<file path="src/rtl/wave_seq_pkg.sv">
package wave_seq_pkg;
  // strobes from sequencing control to the sample datapath
  typedef struct packed {
    logic xfer;   // pop FIFO head and stage it for the converter
    logic miss;   // pulse fired while a transfer was outstanding
    logic clear;  // run accepted: reset error state
  } seqStrobe_t;
endpackage

</file>
<file path="src/rtl/wave_seq_ctrl.sv">
module wave_seq_ctrl
  import wave_seq_pkg::*;
#(
  parameter int INT_W = 24,
  parameter int UPD_W = 24,
  parameter int REP_W = 24
) (
  input  logic             clk,
  input  logic             rst_n,
  input  logic             start,
  input  logic [INT_W-1:0] cfgInterval,
  input  logic [UPD_W-1:0] cfgUpdates,
  input  logic [REP_W-1:0] cfgRepeats,
  input  logic             fifoEmpty,
  output logic             fifoRead,
  output logic             updatePulse,
  output logic             busy,
  output logic             done,
  output seqStrobe_t       strb
);
  localparam logic [INT_W-1:0] MIN_INT = INT_W'(2);
  localparam logic [UPD_W-1:0] ONE_UPD = UPD_W'(1);
  localparam logic [REP_W-1:0] ONE_REP = REP_W'(1);

  logic             running, doneR, pending;
  logic [INT_W-1:0] intCnt, intReload;
  logic [UPD_W-1:0] updLeft, updReload;
  logic [REP_W-1:0] repLeft;

  logic [INT_W-1:0] effInt;
  logic [UPD_W-1:0] effUpd;
  logic [REP_W-1:0] effRep;
  logic accept, fire, lastInBuf, lastAll, xfer;

  always_comb begin
    effInt    = (cfgInterval < MIN_INT) ? MIN_INT : cfgInterval;
    effUpd    = (cfgUpdates == '0) ? ONE_UPD : cfgUpdates;
    effRep    = (cfgRepeats == '0) ? ONE_REP : cfgRepeats;
    accept    = start && !running;
    fire      = running && (intCnt == '0);
    lastInBuf = (updLeft == ONE_UPD);
    lastAll   = lastInBuf && (repLeft == ONE_REP);
    xfer      = pending && !fifoEmpty;
  end

  always_ff @(posedge clk) begin
    if (!rst_n) begin
      running   <= 1'b0;
      doneR     <= 1'b0;
      pending   <= 1'b0;
      intCnt    <= '0;
      intReload <= '0;
      updLeft   <= '0;
      updReload <= '0;
      repLeft   <= '0;
    end else if (accept) begin
      running   <= 1'b1;
      doneR     <= 1'b0;
      pending   <= 1'b1;            // priming transfer
      intReload <= effInt - INT_W'(1);
      intCnt    <= effInt - INT_W'(1);
      updReload <= effUpd;
      updLeft   <= effUpd;
      repLeft   <= effRep;
    end else if (running) begin
      intCnt <= fire ? intReload : intCnt - INT_W'(1);
      if (fire && !lastAll) pending <= 1'b1;
      else if (xfer)        pending <= 1'b0;
      if (fire) begin
        if (lastInBuf) begin
          updLeft <= updReload;
          repLeft <= repLeft - REP_W'(1);
        end else begin
          updLeft <= updLeft - UPD_W'(1);
        end
        if (lastAll) begin
          running <= 1'b0;
          doneR   <= 1'b1;
          pending <= 1'b0;
        end
      end
    end
  end

  assign fifoRead    = xfer;
  assign updatePulse = fire;
  assign busy        = running;
  assign done        = doneR;
  assign strb.xfer   = xfer;
  assign strb.miss   = fire && pending;
  assign strb.clear  = accept;

  // never pop an empty FIFO
  a_r5_no_empty_read: assert property (@(posedge clk) disable iff (!rst_n)
    fifoRead |-> !fifoEmpty);
  // spacing is at least two cycles
  a_r2_pulse_gap: assert property (@(posedge clk) disable iff (!rst_n)
    updatePulse |=> !updatePulse);
  // one read per request; a second needs a fresh pulse
  a_r4_single_read: assert property (@(posedge clk) disable iff (!rst_n)
    (fifoRead && !updatePulse) |=> !fifoRead);
  // completion leaves the engine idle
  a_r6_done_idle: assert property (@(posedge clk) disable iff (!rst_n)
    $rose(done) |-> (!busy && $past(updatePulse)));
  // start while running does not restart the interval
  a_r7_start_ignored: assert property (@(posedge clk) disable iff (!rst_n)
    (busy && start && !updatePulse && intCnt != '0) |=> (intCnt == $past(intCnt) - INT_W'(1)));
endmodule

</file>
<file path="src/rtl/wave_seq_dpath.sv">
module wave_seq_dpath
  import wave_seq_pkg::*;
#(
  parameter int DATA_W = 16,
  parameter int ERR_W  = 8
) (
  input  logic              clk,
  input  logic              rst_n,
  input  seqStrobe_t        strb,
  input  logic [DATA_W-1:0] fifoData,
  output logic              dacWrite,
  output logic [DATA_W-1:0] dacData,
  output logic              underrun,
  output logic [ERR_W-1:0]  underrunCount
);
  localparam logic [ERR_W-1:0] ERR_MAX = '1;

  always_ff @(posedge clk) begin
    if (!rst_n) begin
      dacWrite <= 1'b0;
      dacData  <= '0;
    end else begin
      dacWrite <= strb.xfer;
      if (strb.xfer) dacData <= fifoData;
    end
  end

  always_ff @(posedge clk) begin
    if (!rst_n || strb.clear) begin
      underrun      <= 1'b0;
      underrunCount <= '0;
    end else if (strb.miss) begin
      underrun <= 1'b1;
      if (underrunCount != ERR_MAX) underrunCount <= underrunCount + ERR_W'(1);
    end
  end

  // flag is sticky until a run is accepted
  a_r8_sticky: assert property (@(posedge clk) disable iff (!rst_n)
    (underrun && !strb.clear) |=> underrun);
  // counter never wraps
  a_r8_saturate: assert property (@(posedge clk) disable iff (!rst_n)
    (!strb.clear && underrunCount == ERR_MAX) |=> underrunCount == ERR_MAX);
endmodule

</file>
<file path="src/rtl/wave_seq_engine.sv">
module wave_seq_engine
  import wave_seq_pkg::*;
#(
  parameter int INT_W  = 24,
  parameter int UPD_W  = 24,
  parameter int REP_W  = 24,
  parameter int DATA_W = 16,
  parameter int ERR_W  = 8
) (
  input  logic              clk,
  input  logic              rst_n,
  input  logic              start,
  input  logic [INT_W-1:0]  cfgInterval,
  input  logic [UPD_W-1:0]  cfgUpdates,
  input  logic [REP_W-1:0]  cfgRepeats,
  input  logic              fifoEmpty,
  output logic              fifoRead,
  input  logic [DATA_W-1:0] fifoData,
  output logic              updatePulse,
  output logic              dacWrite,
  output logic [DATA_W-1:0] dacData,
  output logic              busy,
  output logic              done,
  output logic              underrun,
  output logic [ERR_W-1:0]  underrunCount
);
  seqStrobe_t strb;

  wave_seq_ctrl #(.INT_W(INT_W), .UPD_W(UPD_W), .REP_W(REP_W)) u_ctrl (
    .clk(clk), .rst_n(rst_n), .start(start),
    .cfgInterval(cfgInterval), .cfgUpdates(cfgUpdates), .cfgRepeats(cfgRepeats),
    .fifoEmpty(fifoEmpty), .fifoRead(fifoRead), .updatePulse(updatePulse),
    .busy(busy), .done(done), .strb(strb)
  );

  wave_seq_dpath #(.DATA_W(DATA_W), .ERR_W(ERR_W)) u_dpath (
    .clk(clk), .rst_n(rst_n), .strb(strb), .fifoData(fifoData),
    .dacWrite(dacWrite), .dacData(dacData),
    .underrun(underrun), .underrunCount(underrunCount)
  );

  // every pop lands in the converter on the next cycle
  a_r4_pop_to_dac: assert property (@(posedge clk) disable iff (!rst_n)
    fifoRead |=> (dacWrite && dacData == $past(fifoData)));
  // no pulses while idle
  a_r6_idle_quiet: assert property (@(posedge clk) disable iff (!rst_n)
    (!busy && !start) |=> !updatePulse);
endmodule

</file>
<file path="config.mk">
export PLATFORM = sky130hd
export DESIGN_NAME = wave_seq_engine
export DESIGN_NICKNAME = d
export VERILOG_FILES = /design/src/rtl/wave_seq_pkg.sv /design/src/rtl/wave_seq_ctrl.sv /design/src/rtl/wave_seq_dpath.sv /design/src/rtl/wave_seq_engine.sv
export SDC_FILE = /design/constraint.sdc
export NUM_CORES = 1
export LEC_CHECK = 0
export BUFFER_PORTS_ARGS = -buffer_cell sky130_fd_sc_hd__buf_2
export CORE_MARGIN = 3
export CORE_UTILIZATION = 55
export CTS_BUF_LIST = sky130_fd_sc_hd__clkbuf_4
export CTS_CLUSTER_SIZE = 20
export DETAILED_ROUTE_END_ITERATION = 16
export MAX_ROUTING_LAYER = met4
export PLACE_DENSITY = 0.84
export SYNTH_ARGS = -nofsm -noshare
export SYNTH_HDL_FRONTEND = slang
export SYNTH_HIERARCHICAL = 1
export SYNTH_SLANG_ARGS = --single-unit
</file>
<file path="constraint.sdc">
create_clock -name clk -period 8.5 [get_ports clk]
set_input_delay 1.275 -clock clk [delete_from_list [all_inputs] [get_ports clk]]
set_output_delay 1.275 -clock clk [all_outputs]
set_load 0.005 [all_outputs]
</file>
Word level (Yosys, flattened, before mapping)
Cells that the tools add are included.
W data, S select, Z words.
{"block": "totals", "ff_bits": 149, "inputBits": 92, "out_inout_bits": 30, "wordCells": 68}
{"block": "op_classes", "n_addsub": 5, "order_cmp": 1, "eq_ne": 3, "muxes": 24, "bitwise_logic": 1, "reduce_logical": 22}
{"operator": "$mux W24", "n": 14}
{"operator": "$sub A24 B1 Y24 const B", "n": 4}
{"operator": "$logic_not A24 Y1", "n": 3}
{"operator": "$eq A24 B1 Y1 const B", "n": 2}
{"operator": "$lt A24 B2 Y1 const B", "n": 1}
{"operator": "$mux W1", "n": 10}
{"operator": "$add A8 B1 Y8 const B", "n": 1}
{"operator": "$ne A8 B8 Y1 const B", "n": 1}
{"operator": "$logic_and A1 B1 Y1", "n": 6}
{"operator": "$reduce_and A3 Y1", "n": 2}
{"operator": "$reduce_bool A2 Y1", "n": 3}
{"operator": "$logic_not A1 Y1", "n": 4}
{"operator": "$reduce_and A2 Y1", "n": 2}
{"operator": "$reduce_or A2 Y1", "n": 1}
{"operator": "$logic_or A1 B1 Y1", "n": 1}
{"operator": "$not A1 Y1", "n": 1}

Depth between registers and ports, before layout
Gate-level depths: netlist of the first run.
{"block": "logic_depth", "ltp_word": 9, "depth_mapped": 12, "mapped_depth_nobuf": 11}

Cells and area by module
The synthesis of the first run kept the hierarchy.
{"mod": "wave_seq_ctrl", "instances": 1, "cells_per_inst": 913, "area_per_inst_um2": 6955.4, "seq_area_each_um2": 2462.4}
{"mod": "wave_seq_dpath", "instances": 1, "cells_per_inst": 100, "area_per_inst_um2": 1071.0, "seq_area_each_um2": 520.5}

Least setup slack after synthesis of the first run
OpenSTA, ideal clock, no wires.
{"block": "synth_timing", "path_type": "input to register", "from": "input port cfgInterval[10]", "to": "register u_ctrl.intCnt[16]", "setup_time_ps": 119, "arrival_ps": 3969, "required_time_ps": 8381, "slack_ps": 4412, "path_stages": 12, "n_path_buf": 1, "cell_sequence": "or3_1 -> and4b_1 -> clkbuf_1 -> nand2_1 -> nand2_1 -> ha_1 -> nor4b_1 -> and2_0 -> nor3b_1 -> xnor2_1 -> a21oi_1 -> nand2b_1"}
{"block": "synth_via", "elab_chain_cells": 4}
{"element": "from (decl)", "line": "wave_seq_engine.sv:13", "source": "input logic [INT_W-1:0] cfgInterval,"}
{"element": "$lt A24 B2 Y1", "line": "wave_seq_ctrl.sv:36", "source": "effInt = (cfgInterval < MIN_INT) ? MIN_INT : cfgInterval;"}
{"element": "$mux W24 *", "line": "wave_seq_ctrl.sv:36"}
{"element": "$sub A24 B1 Y24 *", "line": "wave_seq_ctrl.sv:61", "source": "intCnt <= effInt - INT_W'(1);"}
{"element": "$mux W24 *", "line": "wave_seq_ctrl.sv:56", "source": "end else if (accept) begin"}
{"element": "to (signal assigned)", "line": "wave_seq_ctrl.sv:61"}
{"element": "to (signal assigned)", "line": "wave_seq_ctrl.sv:66", "source": "intCnt <= fire ? intReload : intCnt - INT_W'(1);"}
{"element": "to (decl)", "line": "wave_seq_ctrl.sv:26", "source": "logic [INT_W-1:0] intCnt, intReload;"}
Every way passes the cells marked *; elsewhere a longest branch is shown, timed or not.
A chain may end at the register's enable or synchronous reset.

Final worst setup path of the first run
{"block": "layout_timing", "from": "register u_ctrl.running, in the netlist u_ctrl/busy", "to": "output port updatePulse"}
{"block": "layout_via", "elab_chain_cells": 1}
{"element": "from (decl)", "line": "wave_seq_ctrl.sv:25", "source": "logic running, doneR, pending;"}
{"element": "from (signal assigned)", "line": "wave_seq_ctrl.sv:48", "source": "running <= 1'b0;"}
{"element": "from (signal assigned)", "line": "wave_seq_ctrl.sv:57", "source": "running <= 1'b1;"}
{"element": "from (signal assigned)", "line": "wave_seq_ctrl.sv:77", "source": "running <= 1'b0;"}
{"element": "$logic_and A1 B1 Y1", "line": "wave_seq_ctrl.sv:40", "source": "fire = running && (intCnt == '0);"}
{"element": "to (decl)", "line": "wave_seq_engine.sv:19", "source": "output logic updatePulse,"}
No other way between the ends.

==> results of run 1 <==
## per-layer routing
metal	track usage (%)	part of all wire [%]	vias to the layer above
li1	-	-	3895
met1	35.93	42	3769
met2	44.18	47	415
met3	5.768	8.9	45
met4	9.274	2.1	0
met5	-	0	-
## power breakdown
group | internal, W | switching [W]
Combinational | 0.000127 | 0.000192
Sequential | 0.000747 | 0.0000480
Clock | 0.000264 | 0.000255
Total | 0.00114 | 0.000495
## final cells by class
type | count | area (sq um) | share of cell area (%)
clock buffers | 18 | 135.1 | 1.505
diodes | 1 | 2.502 | 0.02788
repair buffers | 126 | 643.1 | 7.165
well taps | 180 | 225.2 | 2.509
flip-flops and latches | 149 | 2983 | 33.23
clock inverters | 14 | 209.0 | 2.328
inverters | 20 | 75.07 | 0.8364
multi-input cells | 778 | 4703 | 52.40
## final timing paths
path	startpoint	end	slack, ns
hold reg to reg	u_ctrl/updReload[8]	u_ctrl/updReload[8]	0.46
hold / removal	u_ctrl/updReload[8]	u_ctrl/updReload[8]	0.46
setup / recovery	u_ctrl/busy	updatePulse	3.55
setup reg to reg	u_ctrl/busy	u_dpath/underrunCount[5]	4.53
## logic make-up after synthesis
family	count (synthesis)	share of synthesized area, %
adder cells (fa/ha/maj)	7	1.091
AO/OA/AOI/OAI	309	24.46
buffers and inverters	86	4.380
XOR/XNOR	49	5.347
flip-flops	149	37.16
AND/OR/NAND/NOR	389	24.54
multiplexers	24	3.024
## placed cells by master, fill, tap and decap left out, types with 8 or more instances in the layout
cell type,n
clkbuf_4,18
nand2_1,113
buf_2,121
a21oi_1,84
inv_1,18
nor4_1,34
xnor2_1,24
a211oi_1,21
or3_1,15
o22ai_1,8
o211ai_1,10
dfxtp_1,149
nand2b_1,9
xor2_1,25
nor3_1,36
a31oi_1,17
nor2b_1,16
or4_1,9
nand4_1,8
nand3_1,28
nor2_1,74
o21ai_0,85
mux2i_1,22
## worst min-delay path: stages (launching register included)
cell and delay [ns]:
dfxtp_1 0.33, nand2_1 0.05, a21oi_1 0.05
## flip-flops by register name, summed over array words and instances (netlist names), 8 cells and up
register / cells
u_ctrl/intCnt: 24
u_ctrl/intReload: 24
u_ctrl/repLeft: 24
u_ctrl/updLeft: 24
u_ctrl/updReload: 24
u_dpath/dacData: 16
u_dpath/underrunCount: 8
## stage by stage
stage | worst slack, ns | cells | hold slack, ns | instance area [sq um]
after floorplan | 4.412 | 1013 | 0.4287 | 8026
after global placement | 3.932 | 1253 | 0.4403 | 8630
after detailed placement | 3.727 | 1253 | 0.4462 | 8630
after CTS | 3.562 | 1285 | 0.4616 | 8974
after global routing | 3.327 | 1286 | 0.4854 | 8976
final | 3.548 | 1286 | 0.4603 | 8976
==> metrics.md, run 1 <==
| Metric | Value |
|---|---|
| Area Overhead vs Synth | `11.83%` |
| Fraction of registers with async set/reset | `0%` |
| Startpoint types | `flip-flop` |
| Worst Hold Path Cells | `2` |
| Setup TNS | `0 ns` |
| Clk Latency, worst-skew pair | `0.57 ns` |
| Crit path capture type | `output port` |
| DR vias/cell | `6.317` |
| # port buffers | `121` |
| Delay-heaviest family, CP | `simple AND/OR/NAND/NOR gates` |
| Count leader, synth | `dfxtp_1` |
| Total power | `0.001634 W` |
| Buf/Inv on CP | `2` |
| Vias in the first global route | `7341` |
| Skew final | `0.02232 ns` |
| Final setup viols | `0` |
| DR WL/cell | `17.31 um` |
| Seq cells post-synth | `149` |
| Peak supply drop | `0.0001028 V` |
| First-pass GRT wire length | `36250 um` |
| Crit path DAT | `3.68 ns` |
| Fin crit period | `4.952 ns` |
| Initial antenna violation count | `1` |
| Starting density of the core | `between 50% and 60%` |
| Average size of a mapped cell | `7.923 sq um` |
| DRT Pass-1 Iters | `6` |
| Slowest-stage cell, CP | `dfxtp_1` |
| NumNets Final | `1191` |
| Post-DRT Antenna Nets | `0` |
| Final worst-path cycle share | `between 50 and 60%` |
| Setup Buffers After CTS | `0` |
| Vias | `8124` |
| Number of gates resized after cts | `0` |
| Max Clk Rate | `0.2019 GHz` |
| Root Buffer | `clkbuf_4` |
| Synthesized instance count | `approximately 1000` |
| Max incr delay on CP | `0.94 ns` |
| # DRC | `0` |
| GRT overflow | `0` |
| Unique masters post-synth | `82` |
| Routed WL | `22260 um` |
| Worst path cell trace | `nand2b_1 > or4_1 > or3_4 > inv_1 > buf_2` |
| Top_reg_cell synth | `dfxtp_1` |
| CP required | `7.22 ns` |
| Placer Congestion | `0.9413` |
| Final hold vios | `0` |
| CTS tree | `yes` |
| Die width | `~130 um` |
| Min-delay worst type | `flip-flop to flip-flop` |
| Sequential share of the synthesized area | `around 37%` |
| Final HPWL DP | `15220 um` |
| Starting DRC count in detailed routing | `955` |
| RSZ-0062 raised after global routing | `no` |
| Post-synth top area share | `a little under two fifths` |
| H-tree levels | `4` |
| Share of cells above drive strength 1 | `16.38%` |
| Die area | `16080 sq um` |
| Clock Pin Slew Worst Setup and Hold Paths | `about 0.12 ns` |
| Most instantiated cells after synthesis | `dfxtp_1, nand2_1, o21ai_0` |
| YS warnings | `6` |
| Max_cap viols | `0` |
| Layout filler cell count | `between 1000 and 1500` |
| Largest area contributor in the synthesized netlist | `dfxtp_1` |
| IO Pins | `around 120` |
| Clk sinks | `149` |
| Static Leak | `~3.4 nW` |
| Slew Limit Fails | `0` |
| Largest net degree at the start of global routing | `68` |
| Worst-margin pin slew | `1.112 ns` |
| Power per cell area | `182.0 nW/um^2` |
| Max Buffers Root-to-Sink | `2` |
| CTS Buf Count | `17` |
| Worst-path fanout max | `32` |
| Synthesized area | `8026 sq um` |
| # rows | `43` |
| CTS Hold Bufs | `0` |
| Critical path type | `flip-flop to output port` |
| Status | `finished, final reports clean` |
| Chip Height | `about 130 um` |
| Number of synthesized flops with an enable pin | `0` |
| Normalized max-slew margin | `about a quarter` |
| Total track usage | `27.97%` |
| Syn_nets | `1112` |
| Area contributors post-synth | `dfxtp_1, o21ai_0, nand2_1` |
| Worst reg2reg path depth | `8` |
| Core area | `14100 sq um` |
| Cell count along the critical path | `5` |
| Final Util | `63.68%` |
Note: power is estimated with default switching activity, not from simulation.
==> run 2: changes to the inputs <==
- clock period: 8.5 -> 5.1 ns (I/O delays scaled with it)
==> run 2 against run 1 <==
- total power up 79%
- global-route usage rose by 1.0 points
- sequential power up 67%
- non-clock buffer count increased by 5
- combinational power rose by 70%
- first-iteration DRC count grew 1.6%
- clock-buffer cell count down 1
- largest cell class unchanged
- largest power group unchanged
==> metrics.md, run 2 (synthesis gave the netlist of run 1 again) <==
| Metric | Value |
|---|---|
| Slew Limit Fails | `0` |
| NetSw | `0.0008688 W` |
| DR WL/cell | `around 18 um` |
| RSZ-0062 raised after global routing | `no` |
| Seq pwr share | `roughly 45%` |
| Fin crit period | `4.271 ns` |
| Max_cap viols | `0` |
| Net Sw Frac | `a little under 30%` |
| Worst reg2reg path depth | `8` |
| Normalized max-slew margin | `19.38%` |
| DRT Pass-1 Iters | `5` |
| Routed WL | `23040 um` |
| Number of gates resized after cts | `0` |
| P_int | `0.002052 W` |
| # rows | `43` |
| CP Capture Point | `updatePulse` |
| Skew final | `approximately 0.024 ns` |
| Post-DRT Antenna Nets | `0` |
| Share of cells above drive strength 1 | `between 10% and 20%` |
| Clock Power Share | `36.0%` |
| Worst path cell trace | `nand2b_1 > or4_1 > or3_4 > inv_1 > buf_4 > buf_2` |
| Setup TNS | `0 ns` |
| Worst-margin pin slew | `1.193 ns` |
| CTS Hold Bufs | `0` |
| Clk sinks | `149` |
| Gate power share | `18.6%` |
| Final setup viols | `0` |
| Total track usage | `28.96%` |
| Placer Congestion | `0.9385` |
| Vias | `8245` |
| Worst R2R End | `u_dpath/underrunCount[7]` |
| Crit path capture type | `output port` |
| Chip Height | `126.8 um` |
| IO Pins | `approximately 120` |
| Peak supply drop | `0.0001654 V` |
| Final worst-path cycle share | `83.75%` |
| Max Clk Rate | `roughly 0.23 GHz` |
| Largest net degree at the start of global routing | `69` |
| Clock Pin Slew Worst Setup and Hold Paths | `between 0.1 and 0.15 ns` |
| R2R Setup Slk | `1.61 ns` |
| Die area | `about 16000 sq um` |
| Startpoint types | `flip-flop` |
| Static Leak | `3.486 nW` |
| DR vias/cell | `approximately 6.4` |
| Die width | `between 100 and 150 um` |
| Status | `finished, final reports clean` |
| Max Buffers Root-to-Sink | `2` |
| Critical path startpoint | `u_ctrl/busy` |
| Critical path type | `flip-flop to output port` |
| Total power | `0.002921 W` |
| Root Buffer | `clkbuf_4` |
| Core area | `14100 sq um` |
| CTS tree | `yes` |
| Setup Buffers After CTS | `0` |
| Final hold vios | `0` |
| Commonest non-fill, non-tap cell in the layout | `dfxtp_1` |
| Power per cell area | `321.2 nW/um^2` |
| Crit path DAT | `3.51 ns` |
| R2r startpoint | `u_ctrl/busy` |
| Slowest-stage cell, CP | `dfxtp_1` |
| GRT overflow | `0` |
| First-pass GRT wire length | `37560 um` |
| CP required | `4.34 ns` |
| Initial antenna violation count | `0` |
| Clk Latency, worst-skew pair | `0.58 ns` |
| CTS Buf Count | `17` |
| Vias in the first global route | `roughly 7500` |
| Final HPWL DP | `15460 um` |
| Area Overhead vs Synth | `13.30%` |
| Most frequent cells in the layout | `dfxtp_1, buf_2, nand2_1` |
| H-tree levels | `4` |
| # port buffers | `121` |
| Worst-path fanout max | `32` |
| Max incr delay on CP | `between 0.9 and 1 ns` |
| Starting DRC count in detailed routing | `970` |
| # DRC | `0` |
| Starting density of the core | `56.94%` |
| NumNets Final | `roughly 1200` |
| Min-delay worst type | `primary input to flip-flop` |
run 2: cell types whose count changed in the layout (fill, tap and decap cells not counted):
cell        previous run  this run
clkinvlp_4             3         1
clkbuf_4              18        17
bufinv_16              5         8
clkinv_4               2         1
buf_4                  5        10
clkinv_2               3         1
inv_6                  0         4
clkinv_1               1         0
run 2: worst min path at each step:
stage | from | depth (start not counted) | slack (ns) | end
global placement | u_ctrl/intReload[23] | 2 | 0.44 | u_ctrl/intReload[23]
finish | cfgRepeats[8] | 2 | 0.42 | u_ctrl/repLeft[8]
detailed placement | u_ctrl/updReload[5] | 2 | 0.44 | u_ctrl/updReload[5]
global route | cfgUpdates[2] | 3 | 0.39 | u_ctrl/updReload[2]
floorplan | u_ctrl/intReload[23] | 2 | 0.43 | u_ctrl/intReload[23]
CTS | cfgRepeats[8] | 2 | 0.40 | u_ctrl/repLeft[8]
run 2: layout make-up:
cell class / instances / area, sq um
Multi-Input combinational cell: 778 / 4703
Fill cell: 1238 / 5002
Clock buffer: 17 / 127.6
Inverter: 20 / 75.07
Clock inverter: 15 / 296.5
Antenna cell: 1 / 2.502
Sequential cell: 149 / 2983
Timing Repair Buffer: 131 / 680.7
Tap cell: 180 / 225.2
run 2: power by group through the flow:
stage	clock network (W)	registers, W	logic, W
floorplan	0	0.00132	0.000385
global placement	0	0.00134	0.000514
detailed placement	0	0.00135	0.000526
CTS	0.00105	0.00132	0.000532
global route	0.00112	0.00134	0.000604
finish	0.00105	0.00133	0.000543
run 2: stage by stage:
stage	cell area, sq um	std cells	hold slack (ns)	util (%)	setup slack, ns
final	9094	1291	0.4210	64.51	0.8289
after global routing	9091	1290	0.3950	64.49	0.6390
after CTS	9091	1290	0.4034	64.49	0.8412
after detailed placement	8667	1258	0.4448	61.49	0.8194
after global placement	8667	1258	0.4397	61.49	1.015
after floorplan	8026	1013	0.4287	-	1.522
run 2: worst max-delay path: cells and delay by family, from the launching register on:
kind | cells | cell delay [ns]
and+or+nand+nor | 3 | 1.26
DFF | 1 | 0.92
buffers and inverters | 3 | 0.74
run 2: per-layer routing:
layer	global-route usage, %	vias up	routed length [um]
met5	-	-	0
met4	10.66	0	581
met3	5.516	50	2058
met2	44.58	436	10420
met1	38.04	3854	9981
li1	-	3905	-
==> run 3: changes to the inputs <==
- CORE_UTILIZATION: 55 -> 54
- PLACE_DENSITY: 0.84 -> 0.85
- clock period: 5.1 -> 3.7 ns (I/O delays scaled with it)
==> run 3 against run 2 <==
- worst setup slack worse by 0.66 ns
- worst hold slack worse by 0.21 ns
- sequential cell count unchanged
- total power up 29%
- first-iteration DRC count up 2.9%
- largest cell class unchanged
- largest power group unchanged
- highest routed layer unchanged
==> metrics.md, run 3 (synthesis gave the netlist of run 1 again) <==
| Metric | Value |
|---|---|
| Final Util | `63.91%` |
| Crit path DAT | `just under 3 ns` |
| Max_cap viols | `0` |
| Most frequent cells in the layout | `dfxtp_1, buf_2, nand2_1` |
| Setup Buffers After CTS | `0` |
| Commonest non-fill, non-tap cell in the layout | `dfxtp_1` |
| DR WL/cell | `17.32 um` |
| Slew Limit Fails | `0` |
| Max Buffers Root-to-Sink | `2` |
| Total track usage | `27.75%` |
| Most used cell, CP | `inv_1` |
| IO Pins | `122` |
| Placement Setup Slack | `0.2527 ns` |
| CTS tree | `yes` |
| Vias | `8158` |
| DR vias/cell | `about 6.3` |
| Routed WL | `22500 um` |
| Max incr delay on CP | `0.53 ns` |
| Area Overhead vs Synth | `13.09%` |
| Share of cells above drive strength 1 | `17.26%` |
| Vias in the first global route | `7262` |
| Peak supply drop | `0.0002101 V` |
| Clk Latency, worst-skew pair | `0.58 ns` |
| Number of gates resized after cts | `0` |
| Final setup viols | `0` |
| Status | `finished, final reports clean` |
| Final hold vios | `0` |
| Power per cell area | `413.8 nW/um^2` |
| # rows | `43` |
| NumNets Final | `1205` |
| Min-delay worst type | `primary input to flip-flop` |
| Worst-path fanout max | `13` |
| Normalized max-slew margin | `20.42%` |
| Crit path capture type | `output port` |
| Starting DRC count in detailed routing | `between 900 and 1000` |
| Skew final | `0.02544 ns` |
| CP required | `3.14 ns` |
| Initial antenna violation count | `1` |
| Critical path type | `flip-flop to output port` |
| Core area | `14200 sq um` |
| Final HPWL DP | `15480 um` |
| CTS Hold Bufs | `0` |
| Worst-margin pin slew | `1.189 ns` |
| Startpoint types | `flip-flop` |
| Fin crit period | `3.532 ns` |
| Finished Cell Area | `about 9000 sq um` |
| Slowest-stage cell, CP | `or4_1` |
| Die area | `16360 sq um` |
| Max Clk Rate | `around 0.28 GHz` |
| Static Leak | `between 3 and 4 nW` |
| First-pass GRT wire length | `about 36000 um` |
| Clock Pin Slew Worst Setup and Hold Paths | `about 0.13 ns` |
| Setup TNS | `0 ns` |
| Post-DRT Antenna Nets | `0` |
| DRT Pass-1 Iters | `6` |
| Largest net degree at the start of global routing | `98` |
| Root Buffer | `clkbuf_4` |
| CTS Buf Count | `17` |
| Die width | `127.9 um` |
| Post-DP Area | `8747 sq um` |
| GRT overflow | `0` |
| Starting density of the core | `56.51%` |
| Placer Congestion | `0.9327` |
| Worst path cell trace | `inv_1 > ha_1 > or4b_4 > or4_1 > or3_4 > inv_1 > buf_2` |
| H-tree levels | `4` |
| # DRC | `0` |
| Clk sinks | `around 150` |
| RSZ-0062 raised after global routing | `no` |
| # port buffers | `121` |
| Final worst-path cycle share | `95.45%` |
| Final WS setup | `roughly 0.17 ns` |
| Chip Height | `around 130 um` |
==> run 3: worst max-delay path: cells and delay by family, from the launching register on <==
kind                     cells  cell delay [ns]
buffers and inverters        3             0.35
AND/OR/NAND/NOR              3             1.49
adder cells (fa/ha/maj)      1             0.19
flip-flops                   1             0.36
==> run 3: routing by layer <==
metal / global-route usage, % / up-vias / wire (um)
li1: - / 3931 / -
met1: 36.66 / 3767 / 9778
met2: 42.91 / 425 / 10360
met3: 6.792 / 35 / 2031
met4: 7.054 / 0 / 326
met5: - / - / 0
==> run 3: power by group <==
group          switching (W)  internal, W  leakage [nW]
Sequential          0.000103      0.00172          1.23
Combinational       0.000455     0.000304          2.09
Clock               0.000571     0.000606         0.177
Total                0.00113      0.00263          3.49
==> run 3: stage by stage <==
stage / cells / hold WS [ns] / total power, W
after floorplan: 1013 / 0.4287 / 0.002355
after global placement: 1267 / 0.4383 / 0.002572
after detailed placement: 1267 / 0.4401 / 0.002590
after CTS: 1298 / 0.1656 / 0.003746
after global routing: 1299 / 0.1637 / 0.003946
final: 1299 / 0.2097 / 0.003756
==> run 3: path summary, 6_finish.rpt <==
path | startpoint | to | slack, ns | depth (start not counted)
worst min register to register | u_ctrl/intReload[23] | u_ctrl/intReload[23] | 0.46 | 2
worst max register to register | u_ctrl/intCnt[0] | u_ctrl/repLeft[12] | 0.49 | 8
worst min-delay path | cfgRepeats[18] | u_ctrl/repLeft[18] | 0.21 | 2
worst max-delay path | u_ctrl/intCnt[0] | updatePulse | 0.17 | 7
==> run 3: area by class of cell <==
class	instances	area, sq um
fill	1227	5126
multi-input combinational	778	4703
sequential	149	2983
timing repair buffer	140	760.7
tap	180	225.2
clock inverter	12	185.2
clock buffer	19	142.6
inverter	20	75.07
antenna	1	2.502
